`src/rtl/jtb_pkg.sv`:
```
package jtb_pkg;

   typedef enum logic [3:0] {
      TAP_RESET,  TAP_IDLE,
      DR_SELECT,  DR_CAPTURE, DR_SHIFT, DR_EXIT1, DR_PAUSE, DR_EXIT2, DR_UPDATE,
      IR_SELECT,  IR_CAPTURE, IR_SHIFT, IR_EXIT1, IR_PAUSE, IR_EXIT2, IR_UPDATE
   } tap_st_e;

   // one-step transition of the test access port controller
   function automatic tap_st_e tap_next(tap_st_e s, logic tms);
      tap_st_e n;
      case (s)
         TAP_RESET:  n = tms ? TAP_RESET : TAP_IDLE;
         TAP_IDLE:   n = tms ? DR_SELECT : TAP_IDLE;
         DR_SELECT:  n = tms ? IR_SELECT : DR_CAPTURE;
         DR_CAPTURE: n = tms ? DR_EXIT1  : DR_SHIFT;
         DR_SHIFT:   n = tms ? DR_EXIT1  : DR_SHIFT;
         DR_EXIT1:   n = tms ? DR_UPDATE : DR_PAUSE;
         DR_PAUSE:   n = tms ? DR_EXIT2  : DR_PAUSE;
         DR_EXIT2:   n = tms ? DR_UPDATE : DR_SHIFT;
         DR_UPDATE:  n = tms ? DR_SELECT : TAP_IDLE;
         IR_SELECT:  n = tms ? TAP_RESET : IR_CAPTURE;
         IR_CAPTURE: n = tms ? IR_EXIT1  : IR_SHIFT;
         IR_SHIFT:   n = tms ? IR_EXIT1  : IR_SHIFT;
         IR_EXIT1:   n = tms ? IR_UPDATE : IR_PAUSE;
         IR_PAUSE:   n = tms ? IR_EXIT2  : IR_PAUSE;
         IR_EXIT2:   n = tms ? IR_UPDATE : IR_SHIFT;
         default:    n = tms ? DR_SELECT : TAP_IDLE;
      endcase
      return n;
   endfunction

   // register-file slot of each general-purpose word
   localparam int NUM_GP = 5;
   function automatic logic [3:0] gp_slot(int k);
      case (k)
         0:       return 4'd1;
         1:       return 4'd2;
         2:       return 4'd3;
         3:       return 4'd4;
         default: return 4'd8;
      endcase
   endfunction

endpackage

```
`src/rtl/jtb_tap_ctrl.sv`:
```
module jtb_tap_ctrl
   import jtb_pkg::*;
(
   input  logic    tck,
   input  logic    trst_n,
   input  logic    tms,
   output tap_st_e st
);

   always_ff @(posedge tck or negedge trst_n) begin
      if (!trst_n) st <= TAP_RESET;
      else         st <= tap_next(st, tms);
   end

endmodule

```
`src/rtl/jtb_instr.sv`:
```
module jtb_instr
   import jtb_pkg::*;
#(
   parameter int          IR_W        = 4,
   parameter logic [IR_W-1:0] BYPASS_CODE = '1
) (
   input  logic            tck,
   input  logic            trst_n,
   input  tap_st_e         st,
   input  logic            tdi,
   output logic [IR_W-1:0] ir,
   output logic            sr_lsb
);

   logic [IR_W-1:0] sr;

   always_ff @(posedge tck or negedge trst_n) begin
      if (!trst_n) begin
         sr <= '0;
         ir <= BYPASS_CODE;
      end else begin
         case (st)
            TAP_RESET:  ir <= BYPASS_CODE;
            IR_CAPTURE: sr <= IR_W'(2'b01);
            IR_SHIFT:   sr <= {tdi, sr[IR_W-1:1]};
            IR_UPDATE:  ir <= sr;
            default:    ;
         endcase
      end
   end

   assign sr_lsb = sr[0];

endmodule

```
`src/rtl/jtb_cmd_dr.sv`:
```
module jtb_cmd_dr
   import jtb_pkg::*;
#(
   parameter int ADDR_W = 32,
   parameter int DATA_W = 32
) (
   input  logic              tck,
   input  logic              trst_n,
   input  logic              sel,
   input  tap_st_e           st,
   input  logic              tdi,
   input  logic [DATA_W-1:0] rdata,
   output logic              sr_lsb,
   output logic              bus_req,
   output logic              bus_we,
   output logic [ADDR_W-1:0] bus_addr,
   output logic [DATA_W-1:0] bus_wdata
);

   localparam int CMD_W  = ADDR_W + DATA_W + 2;
   localparam int EN_BIT = CMD_W - 1;
   localparam int RD_BIT = CMD_W - 2;

   logic [CMD_W-1:0]  sr;
   logic [DATA_W-1:0] rd_hold;
   logic [ADDR_W-1:0] addr_hold;

   assign bus_req   = sel && (st == DR_UPDATE) && sr[EN_BIT];
   assign bus_we    = !sr[RD_BIT];
   assign bus_addr  = sr[CMD_W-3:DATA_W];
   assign bus_wdata = sr[DATA_W-1:0];
   assign sr_lsb    = sr[0];

   always_ff @(posedge tck or negedge trst_n) begin
      if (!trst_n) begin
         sr        <= '0;
         rd_hold   <= '0;
         addr_hold <= '0;
      end else begin
         if (sel && st == DR_CAPTURE)    sr <= {2'b00, addr_hold, rd_hold};
         else if (sel && st == DR_SHIFT) sr <= {tdi, sr[CMD_W-1:1]};
         if (bus_req && !bus_we) begin
            rd_hold   <= rdata;
            addr_hold <= bus_addr;
         end
      end
   end

endmodule

```
`src/rtl/jtb_regs.sv`:
```
module jtb_regs
   import jtb_pkg::*;
#(
   parameter int ADDR_W = 32,
   parameter int DATA_W = 32,
   parameter int GRP_W  = 4
) (
   input  logic              clk,
   input  logic              rst_n,
   input  logic              req,
   input  logic              we,
   input  logic [ADDR_W-1:0] addr,
   input  logic [DATA_W-1:0] wdata,
   input  logic              supply_good,
   output logic [DATA_W-1:0] rdata,
   output logic              mod_en,
   output logic              pin_a,
   output logic              pin_b,
   output logic [GRP_W-1:0]  grp_c,
   output logic [GRP_W-1:0]  grp_d,
   output logic [DATA_W-1:0] par_out,
   output logic              par_valid
);

   localparam int PIN_BITS = 2 + 2 * GRP_W;
   localparam logic [3:0] LAST_SLOT = 4'd8;

   logic [3:0] idx;
   logic       hit, wr, rd, soft_clr;

   assign idx      = addr[5:2];
   assign hit      = (addr[1:0] == 2'b00) && (addr[ADDR_W-1:6] == '0) && (idx <= LAST_SLOT);
   assign wr       = req && we && hit;
   assign rd       = req && !we && hit;
   assign soft_clr = wr && (idx == 4'd0) && wdata[1];

   logic                en_q;
   logic [PIN_BITS-1:0] pins_q;
   logic [DATA_W-1:0]   par_q;
   logic [2:0]          ana_q;
   logic [DATA_W-1:0]   gp_rd [NUM_GP];

   for (genvar k = 0; k < NUM_GP; k++) begin : g_word
      logic [DATA_W-1:0] q;
      always_ff @(posedge clk or negedge rst_n) begin
         if (!rst_n)                      q <= '0;
         else if (soft_clr)               q <= '0;
         else if (wr && idx == gp_slot(k)) q <= wdata;
      end
      assign gp_rd[k] = q;
   end

   always_ff @(posedge clk or negedge rst_n) begin
      if (!rst_n) begin
         en_q      <= 1'b0;
         pins_q    <= '0;
         par_q     <= '0;
         ana_q     <= '0;
         par_out   <= '0;
         par_valid <= 1'b0;
      end else begin
         par_valid <= rd && (idx == 4'd6);
         if (rd && idx == 4'd6) par_out <= par_q;
         if (soft_clr) begin
            en_q   <= wdata[0];
            pins_q <= '0;
            par_q  <= '0;
            ana_q  <= '0;
         end else if (wr) begin
            case (idx)
               4'd0:    en_q   <= wdata[0];
               4'd5:    pins_q <= wdata[PIN_BITS-1:0];
               4'd6:    par_q  <= wdata;
               4'd7:    ana_q  <= wdata[3:1];
               default: ;
            endcase
         end
      end
   end

   always_comb begin
      rdata = '0;
      if (hit) begin
         case (idx)
            4'd0:    rdata[0] = en_q;
            4'd5:    rdata[PIN_BITS-1:0] = pins_q;
            4'd6:    rdata = par_q;
            4'd7:    rdata[3:0] = {ana_q, supply_good};
            default: begin
               for (int k = 0; k < NUM_GP; k++)
                  if (idx == gp_slot(k)) rdata = gp_rd[k];
            end
         endcase
      end
   end

   assign mod_en = en_q;
   assign pin_a  = pins_q[0];
   assign pin_b  = pins_q[1];
   assign grp_c  = pins_q[2 +: GRP_W];
   assign grp_d  = pins_q[2 + GRP_W +: GRP_W];

endmodule

```
`src/rtl/jtag_regbridge.sv`:
```
module jtag_regbridge
   import jtb_pkg::*;
#(
   parameter int IR_W     = 4,
   parameter int ADDR_W   = 32,
   parameter int DATA_W   = 32,
   parameter int GRP_W    = 4,
   parameter int NUM_SUB  = 4,
   parameter logic [IR_W-1:0] CMD_CODE    = IR_W'(8),
   parameter logic [IR_W-1:0] SUB_BASE    = IR_W'(4),
   parameter logic [IR_W-1:0] BYPASS_CODE = '1
) (
   input  logic               tck,
   input  logic               trst_n,
   input  logic               tms,
   input  logic               tdi,
   output logic               tdo,
   output logic               tdo_en,
   input  logic               rst_n,
   input  logic               supply_good,
   output logic               mod_en,
   output logic               pin_a,
   output logic               pin_b,
   output logic [GRP_W-1:0]   grp_c,
   output logic [GRP_W-1:0]   grp_d,
   output logic [DATA_W-1:0]  par_out,
   output logic               par_valid,
   output logic [NUM_SUB-1:0] sb_sel,
   output logic               sb_tdi,
   output logic               sb_capture,
   output logic               sb_shift,
   output logic               sb_update,
   input  logic [NUM_SUB-1:0] sb_tdo
);

   if (IR_W < 4)                    begin : g_bad_ir   $error("IR_W must be at least 4"); end
   if (NUM_SUB < 1 || NUM_SUB > 4)  begin : g_bad_sub  $error("NUM_SUB must be 1..4"); end
   if (ADDR_W < 7)                  begin : g_bad_addr $error("ADDR_W must cover offset 0x20"); end
   if (DATA_W < 2 + 2 * GRP_W)      begin : g_bad_data $error("DATA_W too narrow for pin word"); end

   tap_st_e             tap_st;
   logic [IR_W-1:0]     ir;
   logic                ir_bit, cmd_bit, cmd_sel, byp_sel, byp_q, tdo_nx;
   logic                bus_req, bus_we;
   logic [ADDR_W-1:0]   bus_addr;
   logic [DATA_W-1:0]   bus_wdata, bus_rdata;

   jtb_tap_ctrl u_tap (.tck(tck), .trst_n(trst_n), .tms(tms), .st(tap_st));

   jtb_instr #(.IR_W(IR_W), .BYPASS_CODE(BYPASS_CODE)) u_ir (
      .tck(tck), .trst_n(trst_n), .st(tap_st), .tdi(tdi), .ir(ir), .sr_lsb(ir_bit));

   assign cmd_sel = (ir == CMD_CODE);

   for (genvar n = 0; n < NUM_SUB; n++) begin : g_sub
      assign sb_sel[n] = (ir == (SUB_BASE | IR_W'(n)));
   end

   assign byp_sel    = !cmd_sel && (sb_sel == '0);
   assign sb_tdi     = tdi;
   assign sb_capture = (sb_sel != '0) && (tap_st == DR_CAPTURE);
   assign sb_shift   = (sb_sel != '0) && (tap_st == DR_SHIFT);
   assign sb_update  = (sb_sel != '0) && (tap_st == DR_UPDATE);

   jtb_cmd_dr #(.ADDR_W(ADDR_W), .DATA_W(DATA_W)) u_cmd (
      .tck(tck), .trst_n(trst_n), .sel(cmd_sel), .st(tap_st), .tdi(tdi),
      .rdata(bus_rdata), .sr_lsb(cmd_bit), .bus_req(bus_req), .bus_we(bus_we),
      .bus_addr(bus_addr), .bus_wdata(bus_wdata));

   jtb_regs #(.ADDR_W(ADDR_W), .DATA_W(DATA_W), .GRP_W(GRP_W)) u_regs (
      .clk(tck), .rst_n(rst_n), .req(bus_req), .we(bus_we), .addr(bus_addr),
      .wdata(bus_wdata), .supply_good(supply_good), .rdata(bus_rdata),
      .mod_en(mod_en), .pin_a(pin_a), .pin_b(pin_b), .grp_c(grp_c), .grp_d(grp_d),
      .par_out(par_out), .par_valid(par_valid));

   // one-bit bypass path
   always_ff @(posedge tck or negedge trst_n) begin
      if (!trst_n)                               byp_q <= 1'b0;
      else if (byp_sel && tap_st == DR_CAPTURE)  byp_q <= 1'b0;
      else if (byp_sel && tap_st == DR_SHIFT)    byp_q <= tdi;
   end

   always_comb begin
      case (tap_st)
         IR_SHIFT: tdo_nx = ir_bit;
         DR_SHIFT: begin
            if (cmd_sel)            tdo_nx = cmd_bit;
            else if (sb_sel != '0)  tdo_nx = |(sb_sel & sb_tdo);
            else                    tdo_nx = byp_q;
         end
         default:  tdo_nx = 1'b0;
      endcase
   end

   // serial output launched on the falling edge
   always_ff @(negedge tck or negedge trst_n) begin
      if (!trst_n) begin
         tdo    <= 1'b0;
         tdo_en <= 1'b0;
      end else begin
         tdo    <= tdo_nx;
         tdo_en <= (tap_st == IR_SHIFT) || (tap_st == DR_SHIFT);
      end
   end

endmodule

```
`config.mk`:
```
export PLATFORM = sky130hd
export DESIGN_NAME = jtag_regbridge
export DESIGN_NICKNAME = d
export VERILOG_FILES = /design/src/rtl/jtb_pkg.sv /design/src/rtl/jtb_tap_ctrl.sv /design/src/rtl/jtb_instr.sv /design/src/rtl/jtb_cmd_dr.sv /design/src/rtl/jtb_regs.sv /design/src/rtl/jtag_regbridge.sv
export SDC_FILE = /design/constraint.sdc
export NUM_CORES = 1
export LEC_CHECK = 0
export ABC_CLOCK_PERIOD_IN_PS = 5300
export BUFFER_PORTS_ARGS = -buffer_cell sky130_fd_sc_hd__buf_2
export CORE_MARGIN = 2
export CORE_UTILIZATION = 35
export CTS_CLUSTER_SIZE = 30
export DETAILED_ROUTE_END_ITERATION = 12
export PLACE_DENSITY = 0.59
export SKIP_LAST_GASP = 1
export SLEW_MARGIN = 25
export SYNTH_ARGS = -nofsm -noshare
export SYNTH_HDL_FRONTEND = slang
export SYNTH_SLANG_ARGS = --single-unit
```
`constraint.sdc`:
```
create_clock -name tck -period 5.3 [get_ports tck]
set_input_delay 0.265 -clock tck [delete_from_list [all_inputs] [get_ports tck]]
set_output_delay 0.265 -clock tck [all_outputs]
set_load 0.02 [all_outputs]
```
==> impl_results.md, run 1 <==
- Sink count of the clock tree: 384
- Category of the worst setup path capture point: register
- Deepest level of the CTS H-tree: 2
- Overall die area: 52000 sq um
- Fraction of layout cells with a size suffix above 1: 11.4%
- Worst Path Max Fanout: 6
- Total grt overflow: 0
- Die width: 228 um
- Setup-failing EPs final: 0
- Startpoint kind of the worst setup timing path: register
- CP top delay family: flip-flops
- Post-CTS repair timing setup buffer count: 0
- Peak per-stage delay on the critical path: 580 ps
- Relative area change from synthesis to final layout: 13.0%
- Total of buffers placed on input and output ports: 63
- Via count of the first global-routing pass: 13.8k
- Worst-path cell with the longest stage delay: sky130_fd_sc_hd__dfstp_2
- N_diodes: 0
- Power density over cell area: 349 nW/um^2
- Estimated wirelength of the detail-placed design: 27.5 mm
- Max_slew headroom: 33.1%
- Hold WC Path Type: input pin to register
- Core area: 49900 sq um
- Critical path depth in cells: 5
- First-pass GRT wire length: 80.2 mm
- Top flip-flop cell by instance count after synthesis: sky130_fd_sc_hd__dfrtp_1
- Setup repair after global routing missed its margin: false
- Number of distinct library cells after synthesis: 58
- Total wirelength of the detailed-routed design: 50.3 mm
- Via count: 13.6k
- Post-synthesis sequential area ratio: 54.8%
- Synthesis Warnings: 0
- Post-synth ARST share: 100%
- Mapped Avg Cell Area: 9.57 sq um
- Nets@finish: 1814
- Worst Tran Pin Value: 1000 ps
- Number of standard-cell rows in the floorplan: 82
- Cell area after synthesis: 17600 sq um
- Number of gates given a new drive strength after cts: 0
- Most common cell in the netlist: sky130_fd_sc_hd__nand2_1
- Data arrival time of the critical path: 2030 ps
- Maximum clock skew at final layout: 10.4 ps
- Core occupancy in the finished layout: 39.8%
- CTS max path bufs: 3
- Synthesized instance count: 1834
- Buffers & Inverters on Critical Path: 0
- TritonCTS clock tree: yes
- Global-route usage over all layers: 19.5%
- Largest net degree at the start of global routing: 153
- Series of cell instances along the critical path: nor2b_1 > nor2_1 > a22o_1 > a21oi_1 > o21ai_0
- Post-synthesis register bit count: 384
- Fraction of synthesized cell area taken by the top area cell type: 53.9%
- Clock-pin slew reported for the worst setup and hold paths after clock tree synthesis: 60 ps
- Most common library cells after synthesis: 470 x sky130_fd_sc_hd__nand2_1, 378 x sky130_fd_sc_hd__dfrtp_1, 187 x sky130_fd_sc_hd__nor2_1
- Detailed Route Iter0 Violations: 1161
- VDD IR-drop max: 0.000274 V
- I/O Pins: 64
- Leakage power total: 10.4 nW
- Number of enable-type register cells in the synthesized netlist: 0
- Largest area contributor in the synthesized netlist: sky130_fd_sc_hd__dfrtp_1
- Number of hold violations in the final report: 0
- Starting utilization of the core area: 35.2%
- Setup TNS Final: 0 ps
- Final number of max-transition violations: 0
- Routed Antenna Nets: 0
- Number of instances on the worst hold path: 2
- Average wire per cell in the routed design: 20.1 um
- Result of the run: completed
- Synth Net Count: 1844
- Count of TritonRoute iterations in the first routing pass: 6
- CTS root buffer: sky130_fd_sc_hd__clkbuf_16
- Antenna violations before repair: 0
- # hold bufs at CTS: 3
- Worst hold margin: 45.4 ps
- Routability congestion estimate from global placement: 0.815
- Routed vias/inst: 5.42
- Clock latency on the worst-skew pair: 570 ps
- Number of CTS-inserted buffers: 44
- Die height: 228 um
- Most area-consuming cells after synthesis: sky130_fd_sc_hd__dfrtp_1 54%, sky130_fd_sc_hd__nand2_1 10%, sky130_fd_sc_hd__mux2i_1 5.5%
- Post-route DRC violation count: 0
- Number of max-cap violations: 0
- Worst endpoint required time: 3040 ps
- Cells on worst reg2reg path: 5
- WS Path Type: register to register
[state kept, by name, summed over array words and instances, names as in the netlist]
name	flops
u_regs.mod_en	1
tdo	1
u_cmd.sr	66
u_tap.st	4
u_regs.pins_q	10
byp_q	1
u_regs.g_word.q	160
u_regs.ana_q	3
tdo_en	1
u_regs.par_out	32
u_ir.ir	4
u_cmd.addr_hold	32
u_regs.par_q	32
u_regs.par_valid	1
u_cmd.rd_hold	32
u_ir.sr	4
[cell families after synthesis]
kind of cell	count (synthesis)	share of synthesized area (%)
mux	130	7.72
flops	384	54.8
simple gates	765	18.5
buf+inv	178	4.39
compound gates	377	14.7
[layout by cell type, fill, tap and decap left out, types with 31 or more instances in the layout]
master / instances
sky130_fd_sc_hd__nand2_1: 470
sky130_fd_sc_hd__o22ai_1: 66
sky130_fd_sc_hd__o21ai_0: 42
sky130_fd_sc_hd__clkbuf_16: 44
sky130_fd_sc_hd__mux2i_1: 96
sky130_fd_sc_hd__a22o_1: 55
sky130_fd_sc_hd__nor2_1: 186
sky130_fd_sc_hd__buf_2: 61
sky130_fd_sc_hd__dfrtp_1: 374
sky130_fd_sc_hd__o31ai_1: 31
sky130_fd_sc_hd__a21oi_1: 86
sky130_fd_sc_hd__a2bb2oi_1: 40
[through the flow]
step | setup WS, ps | instance area [sq um] | cells | power [mW]
2_1_floorplan | 891 | 17600 | 1834 | 3.62
3_5_place_dp | 1040 | 18300 | 2427 | 3.85
6_report | 1020 | 19800 | 2510 | 6.92
4_1_cts | 993 | 19800 | 2510 | 6.98
5_1_grt | 851 | 19800 | 2510 | 7.19
3_3_place_gp | 1070 | 18300 | 2427 | 3.83
[cell type report]
cell class	instances	area, sq um
multi-input combinational	1272	7250
clock buffer	63	1270
timing repair buffer	98	639
fill	4895	30000
inverter	4	15.0
clock inverter	17	206
sequential	384	9620
tap	672	841
[power by group]
group	total, mW	switching (mW)	leakage [nW]	internal [mW]
clock	3.11	1.24	0.733	1.87
combinational	0.706	0.450	4.36	0.256
sequential	3.10	0.117	5.32	2.98
[per-layer routing]
metal | vias up | GRT usage (%) | share of wire, %
met5 | - | 0 | 0
met3 | 112 | 3.50 | 6.3
met1 | 6790 | 26.5 | 44
met4 | 0 | 6.94 | 3.1
met2 | 477 | 31.1 | 46
li1 | 6220 | - | -
[path summary, 6_finish.rpt]
| path | startpoint | to | slack (ps) |
|---|---|---|---|
| max | u_ir.ir[2]$_DFFE_PN1P_ | tdo$_DFF_NN0_ | 1020 |
| min | tms | u_tap.st[0]$_DFF_PN0_ | 50 |
| max reg2reg | u_ir.ir[2]$_DFFE_PN1P_ | tdo$_DFF_NN0_ | 1020 |
| min reg2reg | u_regs.g_word[3].q[7]$_DFFE_PN0P_ | u_regs.g_word[3].q[7]$_DFFE_PN0P_ | 460 |
| max in group asynchronous | trst_n | tdo_en$_DFF_NN0_ | 2190 |
| min in group asynchronous | trst_n | u_tap.st[1]$_DFF_PN0_ | 220 |
Note: power is estimated with default switching activity, not from simulation.
==> run 2, diff against run 1 <==
- ABC_CLOCK_PERIOD_IN_PS: 5300 -> 3700
- PLACE_DENSITY: 0.59 -> 0.61
- clock period: 5.3 -> 3.7 ns (I/O delays scaled with it)
==> impl_results.md, run 2 (same netlist as run 1, synthesis figures left out) <==
- Post-route DRC violation count: 0 (unchanged)
- Overall die area: 52000 sq um (unchanged)
- Result of the run: completed
- Total of buffers placed on input and output ports: 63 (unchanged)
- Core area: 49900 sq um (unchanged)
- Category of the worst setup path capture point: register
- Final worst setup slack: 318 ps (-702 ps)
- First-pass GRT wire length: 79.4 mm (-0.92%)
- Fraction of layout cells with a size suffix above 1: 11.6% (+0.20 points)
- Number of max-cap violations: 0 (unchanged)
- Relative area change from synthesis to final layout: 13.6%
- Worst hold margin: 111 ps (+65.6 ps)
- Total grt overflow: 0 (unchanged)
- Final cell area excluding filler cells: 19900 sq um (+0.48%)
- Number of CTS-inserted buffers: 42 (-4.5%)
- Clock-pin slew reported for the worst setup and hold paths after clock tree synthesis: 60 ps (about the same)
- Count of TritonRoute iterations in the first routing pass: 5 (-1)
- Detailed Route Iter0 Violations: 1003 (-14%)
- Cell Count Post-Placement: 2441 (+0.58%)
- TritonCTS clock tree: yes
- Routability congestion estimate from global placement: 0.813 (-0.31%)
- Setup-failing EPs final: 0 (unchanged)
- Worst Tran Pin Value: 920 ps (-84.1 ps)
- Routed Antenna Nets: 0 (unchanged)
- Setup repair after global routing missed its margin: false
- I/O Pins: 64 (unchanged)
- Die height: 228 um (unchanged)
- Hold WC Path Type: input pin to register
- Max reg flops: 160 (unchanged)
- Via count of the first global-routing pass: 13.9k (+0.87%)
- Deepest level of the CTS H-tree: 2 (unchanged)
- Setup TNS Final: 0 ps (unchanged)
- Data arrival time of the critical path: 1900 ps (-130 ps)
- Post-layout instance count excluding filler cells: 2522 (+0.48%)
- Starting utilization of the core area: 35.2% (unchanged)
- VDD IR-drop max: 0.000326 V (+19%)
- Maximum clock skew at final layout: 12.9 ps (+2.54 ps)
- Registers with the most flip-flops: u_regs.g_word.q x160, u_cmd.sr x66
- Die width: 228 um (unchanged)
- Number of standard-cell rows in the floorplan: 82 (unchanged)
- Number of gates given a new drive strength after cts: 0 (unchanged)
- Largest net degree at the start of global routing: 102 (-33%)
- Number of hold violations in the final report: 0 (unchanged)
- Top reg by flops: u_regs.g_word.q
- Average wire per cell in the routed design: 19.4 um (-3.4%)
- CTS max path bufs: 3 (unchanged)
- Highest-count cells in the layout ignoring fill and taps: 470 x sky130_fd_sc_hd__nand2_1, 374 x sky130_fd_sc_hd__dfrtp_1, 186 x sky130_fd_sc_hd__nor2_1
- Worst Path Max Fanout: 8 (+2)
- Clock latency on the worst-skew pair: 550 ps (-20 ps)
- Via count: 13.6k (+0.32%)
- Final number of max-transition violations: 0 (unchanged)
- CTS root buffer: sky130_fd_sc_hd__clkbuf_16
- Global-route usage over all layers: 18.9% (-0.55 points)
- Routed vias/inst: 5.41 (-0.16%)
- N_diodes: 0 (unchanged)
- Leakage power total: 10.5 nW (+0.55%)
- Total wirelength of the detailed-routed design: 48.9 mm (-2.9%)
- Max_slew headroom: 38.7% (+5.6 points)
- Nets@finish: 1827 (+0.72%)
- Core occupancy in the finished layout: 40.0% (+0.19 points)
- Power density over cell area: 495 nW/um^2 (+42%)
- Estimated wirelength of the detail-placed design: 27.8 mm (+1.2%)
- Cell Area, Placed: 18400 sq um (+0.52%)
- Worst endpoint required time: 2220 ps (-820 ps)
- Sink count of the clock tree: 384 (unchanged)
- Worst setup slack before clock tree synthesis: 313 ps (-723 ps)
- Startpoint kind of the worst setup timing path: register
- Commonest non-fill, non-tap cell in the layout: sky130_fd_sc_hd__nand2_1
- WS Path Type: register to register
- Post-route total power: 9.88 mW (+43%)
- Antenna violations before repair: 0 (unchanged)
[run 2: final cells by class]
cell class | count | area [sq um]
Fill cell | 4880 | 29900
Sequential cell | 384 | 9620
Multi-Input combinational cell | 1272 | 7250
Clock buffer | 67 | 1310
Tap cell | 672 | 841
Timing Repair Buffer | 113 | 754
Clock inverter | 10 | 154
Inverter | 4 | 15.0
[run 2: where the power goes]
group	internal [mW]	total (mW)	leakage [nW]	switching, mW
Clock	2.70	4.41	0.721	1.71
Combinational	0.395	1.13	4.43	0.730
Sequential	4.27	4.34	5.32	0.0681
[run 2: path summary, 6_finish.rpt]
path                                                   start                                end  slack [ps]  cells past startpoint
max                                   u_ir.ir[0]$_DFFE_PN1P_                      tdo$_DFF_NN0_         320                      3
min                                              supply_good       u_cmd.rd_hold[0]$_DFFE_PN0P_         110                      5
max reg2reg                           u_ir.ir[0]$_DFFE_PN1P_                      tdo$_DFF_NN0_         320                      3
min reg2reg                u_regs.g_word[3].q[9]$_DFFE_PN0P_  u_regs.g_word[3].q[9]$_DFFE_PN0P_         460                      2
max in group asynchronous                             trst_n                      tdo$_DFF_NN0_        1430                      2
min in group asynchronous                             trst_n      u_cmd.rd_hold[14]$_DFFE_PN0P_         170                      2
[run 2: routing by layer]
layer,share of wire [%],wire length (um),GRT usage (%)
met1,44,21500,25.9
met2,48,23300,30.8
met3,5.8,2840,2.86
met4,2.6,1270,6.15
met5,0,0,0
[run 2: timing repair]
| action | 4_1_cts | 5_1_grt |
|---|---|---|
| hold buffers | 4 | 0 |
| hold endpoints to repair | 135 | 0 |
| setup buffers | 0 | 0 |
[run 2: critical path, stage by stage, from the launching register on]
cell                      delay [ps]
sky130_fd_sc_hd__dfstp_2         620
sky130_fd_sc_hd__mux4_2          510
sky130_fd_sc_hd__a21oi_1         140
sky130_fd_sc_hd__o21ai_0          90
